File: config.mk
export PLATFORM = sky130hd
export DESIGN_NAME = membus_rd_ctrl
export DESIGN_NICKNAME = d
export VERILOG_FILES = /design/src/rtl/rdc_pkg.sv /design/src/rtl/rdc_rdy_sync.sv /design/src/rtl/rdc_seq.sv /design/src/rtl/rdc_pins.sv /design/src/rtl/membus_rd_ctrl.sv
export SDC_FILE = /design/constraint.sdc
export NUM_CORES = 1
export LEC_CHECK = 0
export ABC_AREA = 1
export CELL_PAD_IN_SITES_DETAIL_PLACEMENT = 1
export CELL_PAD_IN_SITES_GLOBAL_PLACEMENT = 2
export CORE_MARGIN = 2
export CORE_UTILIZATION = 27
export DETAILED_ROUTE_END_ITERATION = 12
export PLACE_DENSITY_LB_ADDON = 0.12
export SLEW_MARGIN = 20
export SYNTH_ARGS = -nofsm -noshare
export SYNTH_HDL_FRONTEND = slang
export SYNTH_SLANG_ARGS = --single-unit
File: constraint.sdc
create_clock -name clk -period 2.3 [get_ports clk]
set_input_delay 0.69 -clock clk [delete_from_list [all_inputs] [get_ports clk]]
set_output_delay 0.69 -clock clk [all_outputs]
set_load 0.005 [all_outputs]
File: src/rtl/rdc_pkg.sv
`timescale 1ns/1ps
package rdc_pkg;

  localparam int CFG_W = 14;

  typedef enum logic [2:0] {
    ST_IDLE, ST_ADDR, ST_WAIT, ST_POLL, ST_CAPT, ST_HOLD, ST_ERR
  } rdc_state_e;

  typedef struct packed {
    logic [1:0] lane_mode;
    logic       rdy_en;
    logic [5:0] wait_n;
    logic       cs_dly;
    logic       oe_dly;
    logic [2:0] hold_n;
  } rdc_cfg_t;

  localparam logic [1:0] LM_BYTE = 2'b00;
  localparam logic [1:0] LM_HALF = 2'b01;

  // number of hold cycles: a zero count still gives one
  function automatic logic [3:0] hold_len(input logic [2:0] h);
    return (h == 3'd0) ? 4'd1 : {1'b0, h};
  endfunction

  // Ready is examined only with polling enabled and a nonzero wait count
  function automatic logic polls_ready(input rdc_cfg_t c);
    return c.rdy_en && (c.wait_n != 6'd0);
  endfunction

  // first access cycle in which a strobe is driven
  function automatic logic [2:0] strobe_start(input logic d0, input logic d1);
    return 3'd1 + {2'b00, d0} + {2'b00, d1};
  endfunction

  function automatic logic [3:0] lane_enables(input logic [1:0] mode,
                                              input logic [1:0] alow);
    if (mode[1])              return 4'b1111;
    else if (mode == LM_HALF) return {2'b11, alow};
    else                      return {2'b10, alow};
  endfunction

endpackage

File: src/rtl/rdc_rdy_sync.sv
`timescale 1ns/1ps
module rdc_rdy_sync #(
  parameter int STAGES = 2
) (
  input  logic clk,
  input  logic rst_n,
  input  logic rdy_raw,
  input  logic use_sync,
  output logic rdy_eff
);

  logic [STAGES-1:0] flop;

  for (genvar i = 0; i < STAGES; i++) begin : g_stage
    if (i == 0) begin : g_first
      always_ff @(posedge clk or negedge rst_n) begin
        if (!rst_n) flop[0] <= 1'b0;
        else        flop[0] <= rdy_raw;
      end
    end else begin : g_next
      always_ff @(posedge clk or negedge rst_n) begin
        if (!rst_n) flop[i] <= 1'b0;
        else        flop[i] <= flop[i-1];
      end
    end
  end

  assign rdy_eff = use_sync ? flop[STAGES-1] : rdy_raw;

endmodule

File: src/rtl/rdc_seq.sv
`timescale 1ns/1ps
module rdc_seq import rdc_pkg::*; #(
  parameter int CW  = 8,
  parameter int TMO = 128
) (
  input  logic           clk,
  input  logic           rst_n,
  input  logic           start,
  input  rdc_cfg_t       cfg,
  input  logic           tmo_dis,
  input  logic           rdy_eff,
  output rdc_state_e     st,
  output logic [CW-1:0]  cyc,
  output logic           cap_evt,
  output logic           tmo_evt
);

  localparam logic [CW-1:0] CYC_MAX = '1;
  localparam logic [CW-1:0] TMO_C   = CW'(TMO);

  rdc_state_e    nxt;
  logic [2:0]    hcnt;
  logic          poll;
  logic [CW-1:0] wait_c;
  logic [CW-1:0] wait_end;

  assign poll     = polls_ready(cfg);
  assign wait_c   = CW'(cfg.wait_n);
  assign wait_end = wait_c + CW'(1);

  always_comb begin
    nxt     = st;
    cap_evt = 1'b0;
    tmo_evt = 1'b0;
    unique case (st)
      ST_IDLE: if (start) nxt = ST_ADDR;
      ST_ADDR: begin
        if (cfg.wait_n == 6'd0) begin
          cap_evt = 1'b1;
          nxt     = ST_HOLD;
        end else if (poll && cfg.wait_n == 6'd1) begin
          nxt = ST_POLL;
        end else begin
          nxt = ST_WAIT;
        end
      end
      ST_WAIT: begin
        if (!poll && cyc == wait_end) begin
          cap_evt = 1'b1;
          nxt     = ST_HOLD;
        end else if (poll && cyc == wait_c) begin
          nxt = ST_POLL;
        end
      end
      ST_POLL: begin
        if (rdy_eff) begin
          nxt = ST_CAPT;
        end else if (!tmo_dis && cyc >= TMO_C) begin
          tmo_evt = 1'b1;
          nxt     = ST_ERR;
        end
      end
      ST_CAPT: begin
        cap_evt = 1'b1;
        nxt     = ST_HOLD;
      end
      ST_HOLD: if (hcnt == 3'd0) nxt = ST_IDLE;
      ST_ERR:  nxt = ST_IDLE;
      default: nxt = ST_IDLE;
    endcase
  end

  always_ff @(posedge clk or negedge rst_n) begin
    if (!rst_n) begin
      st   <= ST_IDLE;
      cyc  <= '0;
      hcnt <= '0;
    end else begin
      st <= nxt;
      if (st == ST_IDLE)       cyc <= start ? CW'(1) : '0;
      else if (cyc != CYC_MAX) cyc <= cyc + CW'(1);
      if (cap_evt)                          hcnt <= 3'(hold_len(cfg.hold_n) - 4'd1);
      else if (st == ST_HOLD && hcnt != 0)  hcnt <= hcnt - 3'd1;
    end
  end

endmodule

File: src/rtl/rdc_pins.sv
`timescale 1ns/1ps
module rdc_pins import rdc_pkg::*; #(
  parameter int CW = 8
) (
  input  rdc_state_e    st,
  input  logic [CW-1:0] cyc,
  input  rdc_cfg_t      cfg,
  input  logic [1:0]    alow,
  output logic          cs,
  output logic          oe,
  output logic [3:0]    be
);

  logic          acc;
  logic [CW-1:0] cs_first;
  logic [CW-1:0] oe_first;

  assign acc      = st inside {ST_ADDR, ST_WAIT, ST_POLL, ST_CAPT};
  assign cs_first = CW'(strobe_start(cfg.cs_dly, 1'b0));
  assign oe_first = CW'(strobe_start(cfg.cs_dly, cfg.oe_dly));
  assign cs       = acc && (cyc >= cs_first);
  assign oe       = acc && (cyc >= oe_first);
  assign be       = (st == ST_IDLE) ? 4'b0000 : lane_enables(cfg.lane_mode, alow);

endmodule

File: src/rtl/membus_rd_ctrl.sv
`timescale 1ns/1ps
module membus_rd_ctrl import rdc_pkg::*; #(
  parameter int AW          = 32,
  parameter int DW          = 32,
  parameter int TMO         = 128,
  parameter int SYNC_STAGES = 2
) (
  input  logic             clk,
  input  logic             rst_n,
  input  logic             cpu_req,
  input  logic [AW-1:0]    cpu_addr,
  input  logic [CFG_W-1:0] cpu_cfg,
  input  logic             cpu_async_rdy,
  input  logic             cpu_tmo_dis,
  output logic             cpu_ack,
  output logic             cpu_err,
  output logic [DW-1:0]    cpu_rdata,
  output logic [AW-1:0]    mem_addr,
  output logic             mem_cs,
  output logic             mem_oe,
  output logic [3:0]       mem_be,
  input  logic             mem_rdy,
  input  logic [DW-1:0]    mem_din
);

  localparam int CW = $clog2(((TMO > 64) ? TMO : 64) + 2);

  rdc_cfg_t      cfg_q;
  logic [AW-1:0] addr_q;
  logic          async_q;
  logic          tdis_q;
  logic [DW-1:0] rdata_q;
  logic          ack_q;
  logic          err_q;

  rdc_state_e    st;
  logic [CW-1:0] cyc;
  logic          cap_evt;
  logic          tmo_evt;
  logic          rdy_eff;

  // named events for the checker
  logic busy;
  logic start;
  logic in_poll;
  logic in_hold;

  assign busy    = (st != ST_IDLE);
  assign start   = cpu_req && !busy;
  assign in_poll = (st == ST_POLL);
  assign in_hold = (st == ST_HOLD);

  always_ff @(posedge clk or negedge rst_n) begin
    if (!rst_n) begin
      cfg_q   <= '0;
      addr_q  <= '0;
      async_q <= 1'b0;
      tdis_q  <= 1'b0;
      rdata_q <= '0;
      ack_q   <= 1'b0;
      err_q   <= 1'b0;
    end else begin
      if (start) begin
        cfg_q   <= rdc_cfg_t'(cpu_cfg);
        addr_q  <= cpu_addr;
        async_q <= cpu_async_rdy;
        tdis_q  <= cpu_tmo_dis;
      end
      if (cap_evt) rdata_q <= mem_din;
      ack_q <= cap_evt || tmo_evt;
      err_q <= tmo_evt;
    end
  end

  rdc_rdy_sync #(.STAGES(SYNC_STAGES)) u_sync (
    .clk      (clk),
    .rst_n    (rst_n),
    .rdy_raw  (mem_rdy),
    .use_sync (async_q),
    .rdy_eff  (rdy_eff)
  );

  rdc_seq #(.CW(CW), .TMO(TMO)) u_seq (
    .clk     (clk),
    .rst_n   (rst_n),
    .start   (start),
    .cfg     (cfg_q),
    .tmo_dis (tdis_q),
    .rdy_eff (rdy_eff),
    .st      (st),
    .cyc     (cyc),
    .cap_evt (cap_evt),
    .tmo_evt (tmo_evt)
  );

  rdc_pins #(.CW(CW)) u_pins (
    .st   (st),
    .cyc  (cyc),
    .cfg  (cfg_q),
    .alow (addr_q[1:0]),
    .cs   (mem_cs),
    .oe   (mem_oe),
    .be   (mem_be)
  );

  assign mem_addr  = addr_q;
  assign cpu_ack   = ack_q;
  assign cpu_err   = err_q;
  assign cpu_rdata = rdata_q;

endmodule

== Word-level counts from Yosys, hierarchy flattened ==
Index checks and enable logic that the tools add are counted.
Word-level totals
  output and inout bits: 72
  register bits after elaboration: 98
  logic and storage cells: 89
Cells by class
  reduce and logical (&&, ||, !) cells: 24
  multiplexer cells: 25
  order comparisons: 3
  add/subtract/negate cells: 6
  equal/unequal tests: 14
Operator list (number)
  $mux W3: 11
  $pmux W3 S6: 1
  $ge A8 B3 Y1: 2
  $mux W8: 2
  $logic_and A1 B1 Y1: 9
  $logic_not A3 Y1: 3
  $add A8 B1 Y8 const B: 1
  $eq A8 B6 Y1: 1
  $eq A8 B8 Y1: 1
  $ge A8 B8 Y1 const B: 1
  $mux W1: 8
  $mux W4: 2
  $ne A8 B8 Y1 const B: 1
  $add A6 B1 Y7 const B: 1
  $eq A3 B2 Y1 const B: 2
  $eq A3 B3 Y1 const B: 2
  $eq A6 B1 Y1 const B: 1
  $logic_not A6 Y1: 1
  $reduce_bool A3 Y1: 2
  $reduce_bool A6 Y1: 1
  $sub A3 B1 Y3 const B: 2
  $reduce_and A4 Y1: 1
  $reduce_bool A2 Y1: 2
  $reduce_bool A4 Y1: 1
  other kinds (11): 13

== Depth between registers and ports, before layout ==
Gate-level depths: netlist (run 1).
  word-level depth: 7
  mapped depth: 18
  gate-level depth less buffers: 18

== Hierarchy ==
From an unflattened synthesis (run 1), not the netlist that was laid out.
Unflattened totals
  cell total of the unflattened synthesis: 584
  area total of the unflattened synthesis: 4763.3 um^2
By module, submodules not included
  membus_rd_ctrl: seq. area each 2052.0 um^2, area an instance 3223.1 um^2, cells each 350, times used 1
  rdc_seq: seq. area each 350.3 um^2, area an instance 1239.9 um^2, cells each 186, times used 1
  rdc_pins: seq. area each 0.0 um^2, area an instance 235.2 um^2, cells each 42, times used 1
  rdc_rdy_sync: seq. area each 50.0 um^2, area an instance 65.1 um^2, cells each 6, times used 1

== Worst setup path after synthesis (run 1) ==
No wires, ideal clock.
  kind: register to register
  from: register cfg_q[5] (netlist bit)
  to: register u_seq.hcnt[2]
  data required time: 2183 ps
  clock period less this slack: 2130 ps
  cell stages (with the launch flop): 18
  arrival: 2013 ps
  path slack: 170 ps
  library setup time: 117 ps
  buffers on the path: 1
  cell sequence: dfrtp_1 > inv_1 > ha_1 > inv_1 > nand2_1 > nand3_1 > nor2_1 > nand2_1 > nor2_2 > nand4_2 > nand2_2 > buf_6 > o21ai_2 > ha_1 > inv_1 > nand3_1 > nand3_1 > nand2_1
Between the ends
  cells in the longest elaborated chain, start to end: 7
  elaborated cells between the ends (all ways): 12
RTL lines
  start: declaration: RTL line membus_rd_ctrl.sv:28  | rdc_cfg_t cfg_q;
  start signal: assignment: RTL line membus_rd_ctrl.sv:64  | cfg_q <= rdc_cfg_t'(cpu_cfg);
  parallel branches: the longest is 5 deep, another holds $add A6 B1 Y7
  $pmux W1 S3 (*): RTL line rdc_seq.sv:35  | unique case (st)
  $mux W3 / $reduce_bool A2 Y1 (equally long branches)
  end signal: assignment: RTL line rdc_seq.sv:82  | if (cap_evt) hcnt <= 3'(hold_len(cfg.hold_n) - 4'd1);
  end signal: assignment: RTL line rdc_seq.sv:83  | else if (st == ST_HOLD && hcnt != 0) hcnt <= hcnt - 3'd1;
  end: declaration: RTL line rdc_seq.sv:22  | logic [2:0] hcnt;
Mark *: on every way between the ends.
A chain may end at the register's enable or synchronous reset.

== Final worst setup path (run 1) ==
  from: register cfg_q[4] (netlist bit)
  to: output mem_oe
Between the ends
  cells in the longest elaborated chain, start to end: 4
RTL lines
  $add A1 B1 Y2: RTL line rdc_pkg.sv:34  | return 3'd1 + {2'b00, d0} + {2'b00, d1};
  $add A3 B1 Y3: RTL line rdc_pkg.sv:34
  $ge A8 B3 Y1: RTL line rdc_pins.sv:22  | assign oe = acc && (cyc >= oe_first);
  $logic_and A1 B1 Y1: RTL line rdc_pins.sv:22
  end: declaration: RTL line membus_rd_ctrl.sv:20  | output logic mem_oe,
Every way passes these cells.

==> summary.txt, run 1 <==
Status
  • Outcome: finished, violations left
  • Failing checks: negative setup slack

Job
  • Max_cap viols: 0

STA
  • Clock Skews: 8.28 ps
  • Fin. max-slew vios: 0
  • Setup ws final: -239 ps
  • Fmax: 0.394 GHz
  • Post-route minimum period: 2540 ps
  • RSZ-0062 raised after global routing: true
  • Tcrit/Tclk final: 110%
  • Slew @ Worst Pin: 456 ps
  • Final Hold Fails: 0
  • Setup violators final: 1
  • Rel. slew slack: 69.6%

Logic synthesis
  • Synth Net Count: 570
  • Synth Warn #: 0
  • Synth Register Bits: 98
  • Distinct cells, synth: 32
  • Area fraction of the dominant cell type after synthesis: 54.5%
  • Seq/Total Area, Yosys: 54.5%
  • Post-synthesis instance total: 473
  • Yosys top cell by area: dfrtp_1
  • Synthesized area: 0.00450 sq mm
  • Synth top area cells: dfrtp_1 54%, nand2_1 12%, mux2_2 9.8%
  • Avg Inst Size Synth: 9.52 sq um

Worst setup path
  • Reg2reg start: cfg_q[6]
  • Critical path buffer and inverter count: 4
  • Setup CP Type: reg2out
  • Reg2Reg Depth: 16
  • FF-to-FF setup slack: 90 ps
  • Worst-path fanout max: 2
  • Setup crit start kind: register
  • Critical Path Source: cfg_q[4]
  • CP arrival: 1850 ps
  • CP cell instances: inv_2 -> ha_4 -> inv_4 -> ha_4 -> inv_2 -> a21boi_2 -> o21ai_1 -> a31oi_1 -> buf_2
  • Worst path slowest cell: dfrtp_1
  • Top delay family on crit path: adder cells
  • Worst EP required: 1610 ps
  • Reg2reg end: u_seq.hcnt[2]
  • Setup crit end kind: output pin
  • Critical Path Stages: 9
  • Max incr delay on CP: 370 ps

Global routing
  • Antenna violations before repair: 0
  • Largest net degree at the start of global routing: 39
  • Grt ovf: 0
  • First-pass GRT wire length: 22.4 mm
  • All-Layer GR Usage: 15.9%
  • Vias in the first global route: 4353

Clock network
  • Clock Latency Late Sink: 350 ps
  • CTS Buf Count: 9
  • H-tree Lvls: 3
  • CTS tree: built
  • Clock-pin slew on the worst setup and hold paths: 70 ps
  • Root buffer cell: clkbuf_16
  • Clock Sinks: 98
  • CTS Buffer Depth: 2

Layout
  • Commonest non-fill, non-tap cells in the layout: 148 x clkdlybuf4s50_1, 142 x nand2_1, 98 x dfrtp_1
  • Most common cell after layout, fill and taps aside: clkdlybuf4s50_1
  • P&R area growth vs syn: 54.8%
  • Antenna cells: 0
  • Design area: 0.00697 sq mm
  • Layout net count: 758
  • Final-layout fill cell count: 1898
  • Share of cells above drive strength 1: 20.8%

Floorplan
  • Die height: 133 um
  • Area of the core: 0.0165 sq mm
  • Starting Density: 27.3%
  • Overall die width: 133 um
  • I/O pin total: 156
  • Die area: 0.0177 sq mm
  • Row count: 47

Place
  • Pre-CTS setup slack: -319 ps
  • DP Area: 0.00654 sq mm
  • DP Wirelength: 10.2 mm
  • GPL Wtd Cong: 0.826
  • PortBufs: 155

Drt
  • Post-route ant nets: 0
  • DRC errors left: 0
  • Vias: 3901
  • Iter 0 DRT Violations: 118
  • Routed vias/inst: 4.41
  • First-pass DRT Iterations: 4
  • Total length of routed wires: 13.6 mm
  • Drt wl/cell: 15.4 um

Power and ir drop
  • P per Cell Area: 482 mW/mm^2
  • Leakage power: 3.28 nW
  • Worst VDD drop: 0.290 mV

Worst hold path
  • Worst hold path type: in2async
where the power goes:
group | switching, W | internal [W]
Combinational | 0.0000569 | 0.000130
Sequential | 0.000000470 | 0.00172
Clock | 0.000664 | 0.000785
layout make-up:
class                           count  area, sq um  area share, %
Sequential cell                    98         2450           35.2
Multi-Input combinational cell    316         1920           27.5
Inverter                           44          170           2.44
Timing Repair Buffer              192         1880           27.0
Clock buffer                       11          253           3.63
Clock inverter                      3         23.8          0.341
Tap cell                          220          275           3.95
registers in the layout, indices dropped and copies added, names as in the netlist:
signal and cells:
u_seq.cyc 8, async_q 1, u_seq.hcnt 3, cpu_rdata 32, tdis_q 1, cfg_q 14
u_sync.flop 2, mem_addr 32, cpu_err 1, u_seq.st 3, cpu_ack 1
what timing repair did:
action / CTS / global route
resized for setup: 27 / 27
endpoints found under the hold margin: 0 / 0
endpoints found under the setup margin: 7 / 7
buffers inserted: 1 / 3
pin swaps: 11 / 15
hold buffers: 0 / 0
layer usage:
| metal | up-vias | wire length (um) | global-route usage, % |
|---|---|---|---|
| met4 | 0 | 196 | 5.20 |
| met1 | 1893 | 5770 | 19.2 |
| li1 | 1884 | - | - |
| met5 | - | 0 | 0 |
| met2 | 110 | 6350 | 26.0 |
| met3 | 14 | 1270 | 6.62 |
stage by stage:
step           cells  total power, W  setup TNS, ps  util, %  hold WS, ps
3_3_place_gp     866         0.00195           -259     39.7          334
5_1_grt          884         0.00351           -420     42.3          312
6_report         884         0.00336           -239     42.3          285
4_1_cts          881         0.00343           -246     41.6          298
2_1_floorplan    473         0.00176              0        -          331
3_5_place_dp     866         0.00195           -400     39.7          346
cells by family (layout without fill, tap and decap cells):
logic type      Yosys count  after routing  share of synthesized area [%]
compound gates           41             41                           5.34
xor+xnor                  2              2                          0.556
fa+ha+maj                13             13                           3.61
buf+inv                  59            250                           5.95
flops                    98             98                           54.5
mux                      40             40                           9.98
simple gates            220            220                           20.1
worst register-to-register path, cell delays in order, from the launching register on:
cell	delay (ps)
dfrtp_1	420
inv_2	90
ha_4	200
nand2_1	80
nand3_2	80
nor2_2	80
nand2_1	60
nor2_2	150
nand4_2	140
nand2_4	140
buf_12	120
nand2_4	50
o21ai_4	60
ha_2	210
nand3_2	80
nand3_2	90
nand2_2	50
synthesized netlist by cell type:
master	number
a211oi_1	5
a21boi_0	1
a21oi_1	12
a31oi_1	5
and3b_1	1
buf_2	10
buf_4	1
buf_6	4
dfrtp_1	98
ha_1	13
inv_1	42
inv_2	2
mux2_2	39
mux2i_1	1
nand2_1	145
nand2_2	3
nand3_1	19
nand3_2	2
nand4_1	1
nand4_2	1
nor2_1	37
nor2_2	2
nor3_1	7
nor4_1	2
o211ai_1	1
o21ai_0	12
o21ai_1	1
o21ai_2	2
o21bai_1	1
o22ai_1	1
xnor2_1	1
xor2_2	1
worst max-delay path by stage:
stage,to,slack [ps]
4_1_cts,mem_oe,-250
2_1_floorplan,u_seq.hcnt[2],170
5_1_grt,mem_oe,-340
3_3_place_gp,mem_oe,-260
3_5_place_dp,mem_oe,-320
6_report,mem_oe,-240
Note: power is estimated with default switching activity, not from simulation.
==> run 2: changes to the inputs <==
- PLACE_DENSITY: not set -> 0.8
- PLACE_DENSITY_LB_ADDON: 0.12 -> not set
==> run 2 against run 1 <==
- the flow still finishes with violations (negative setup slack)
- clock power is 6% higher
- sequential share of layout area is 0.13 points lower
- core utilization is 0.16 points higher
- critical path depth stayed put
- clock skew hardly changed
- first-iteration DRC count is 7.6% lower
- fmax is 2.1% higher
- wire length is 2.2% higher
- clock-buffer cell count is 1 higher
- critical endpoint unchanged
- largest cell class unchanged
==> summary.txt, run 2 (synthesis results as in run 1) <==
Worst setup path
  • CP cell instances: inv_2 -> ha_4 -> inv_2 -> ha_4 -> inv_2 -> a21boi_2 -> o21ai_1 -> a31oi_1 -> buf_2
  • Critical path buffer and inverter count: 4 (unchanged)
  • Worst path slowest cell: dfrtp_1
  • Reg2reg start: cfg_q[6]
  • Top delay family on crit path: adder cells
  • Worst-path fanout max: 2 (unchanged)
  • Worst path most repeated cell: inv_2
  • CP arrival: 1800 ps (-50 ps)
  • Max incr delay on CP: 370 ps (about the same)
  • Setup crit start kind: register
  • Setup CP Type: reg2out
  • Worst EP required: 1610 ps (about the same)
  • Setup crit end kind: output pin
  • Critical Path Source: cfg_q[4]

STA
  • Tcrit/Tclk final: 108% (-2.3 points)
  • Fmax: 0.402 GHz (+2.1%)
  • Clock Skews: 7.85 ps (-0.432 ps)
  • Slew @ Worst Pin: 448 ps (-8.04 ps)
  • RSZ-0062 raised after global routing: true
  • Rel. slew slack: 70.0% (+0.40 points)
  • Setup violators final: 1 (unchanged)
  • Final Hold Fails: 0 (unchanged)
  • Setup ws final: -186 ps (+52.6 ps)
  • Fin. max-slew vios: 0 (unchanged)
  • Post-route minimum period: 2490 ps (-52.6 ps)

Floorplan
  • I/O pin total: 156 (unchanged)
  • Die height: 133 um (unchanged)
  • Area of the core: 0.0165 sq mm (unchanged)
  • Starting Density: 27.3% (unchanged)
  • Row count: 47 (unchanged)
  • Die area: 0.0177 sq mm (unchanged)
  • Overall die width: 133 um (unchanged)

Drt
  • Drt wl/cell: 15.6 um (+1.3%)
  • Routed vias/inst: 4.49 (+1.7%)
  • Post-route ant nets: 0 (unchanged)
  • First-pass DRT Iterations: 4 (unchanged)
  • Vias: 3997 (+2.5%)
  • Total length of routed wires: 13.9 mm (+2.2%)
  • DRC errors left: 0 (unchanged)
  • Iter 0 DRT Violations: 109 (-7.6%)

Layout
  • Antenna cells: 0 (unchanged)
  • Design area: 0.00699 sq mm (+0.38%)
  • Commonest non-fill, non-tap cells in the layout: 148 x clkdlybuf4s50_1, 142 x nand2_1, 98 x dfrtp_1
  • Post-layout util: 42.5% (+0.16 points)
  • Share of cells above drive strength 1: 20.3% (-0.51 points)
  • Non-Filler Instances: 891 (+0.79%)
  • Layout net count: 763 (+0.66%)
  • Final-layout fill cell count: 1878 (-1.1%)
  • P&R area growth vs syn: 55.4%
  • Area of the multi-input gates: 0.00191 sq mm (-0.20%)
  • FF+latch area: 0.00245 sq mm (unchanged)
  • Most common cell after layout, fill and taps aside: clkdlybuf4s50_1

Global routing
  • Antenna violations before repair: 0 (unchanged)
  • Largest net degree at the start of global routing: 48 (+23%)
  • First-pass GRT wire length: 22.5 mm (+0.53%)
  • All-Layer GR Usage: 15.8% (-0.14 points)
  • Vias in the first global route: 4466 (+2.6%)
  • Grt ovf: 0 (unchanged)

Place
  • PortBufs: 155 (unchanged)
  • DP Wirelength: 10.2 mm (-0.39%)
  • Pre-CTS setup slack: -332 ps (-12.9 ps)
  • Placed insts: 862 (-0.46%)
  • DP Area: 0.00648 sq mm (-0.84%)
  • GPL Wtd Cong: 0.806 (-2.3%)

Clock network
  • Clock Latency Late Sink: 340 ps (about the same)
  • Root buffer cell: clkbuf_16
  • CTS Buffer Depth: 2 (unchanged)
  • CTS tree: built
  • CTS Buf Count: 9 (unchanged)
  • Clock-pin slew on the worst setup and hold paths: 70 ps (about the same)
  • Clock Sinks: 98 (unchanged)
  • H-tree Lvls: 3 (unchanged)
  • CTS Hold Bufs: 0 (unchanged)

Power and ir drop
  • P per Cell Area: 493 mW/mm^2 (+2.2%)
  • Leakage power: 3.32 nW (+1.2%)
  • Worst VDD drop: 0.325 mV (+12%)

Status
  • Outcome: finished, violations left
  • Failing checks: negative setup slack

Job
  • Max_cap viols: 0 (unchanged)

Worst hold path
  • Worst hold path type: in2async
-- run 2: final cells by class --
class / instances / area share [%]
flip-flops and latches: 98 / 35.1
multi-input cells: 316 / 27.3
repair buffers: 197 / 27.1
well taps: 220 / 3.94
clock buffers: 12 / 3.52
inverters: 44 / 2.36
clock inverters: 4 / 0.698
-- run 2: where the power goes --
part	internal, W	switching, W
registers	0.00172	0.000000477
clock network	0.000876	0.000662
logic	0.000129	0.0000570
total	0.00273	0.000720
-- run 2: timing repair --
action	in CTS	in global routing
gates resized for setup	28	21
setup endpoints to repair	8	39
buffers inserted	5	8
gates cloned	0	0
pin swaps	11	9
-- run 2: per-stage QoR --
step | hold WS [ps] | setup TNS (ps) | power, W
after CTS | 267 | -228 | 0.00352
after floorplan | 331 | 0 | 0.00176
final | 270 | -186 | 0.00345
after detailed placement | 358 | -387 | 0.00195
after global placement | 336 | -256 | 0.00194
after global routing | 272 | -529 | 0.00360
-- run 2: worst reg2reg max path, stage by stage, from the launching register on --
cell,delay (ps)
dfrtp_1,410
buf_4,150
ha_1,220
nand3_2,110
nand3_1,80
nand2_1,80
nand2_1,60
nor2_2,140
nand4_2,140
nand2_4,140
buf_4,130
nand2_2,50
o21ai_4,80
ha_4,160
nand3_1,80
nand3_1,90
nand2_1,50
-- run 2: worst paths after layout --
kind	end	slack, ps	cells after the start
worst min register to register	u_sync.flop[1]	360	0
min in group clk	u_sync.flop[1]	360	0
max in group asynchronous	mem_addr[16]	1430	2
worst max register to register	u_seq.hcnt[2]	30	16
worst max-delay path	mem_oe	-190	9
worst min-delay path	cpu_rdata[7]	270	1
-- run 2: layer usage --
metal	routed length (um)	global-route usage [%]	up-vias
met5	0	0	-
met2	6930	27.1	100
met4	282	4.55	0
met1	5780	19.1	1976
met3	877	4.98	18
li1	-	-	1903
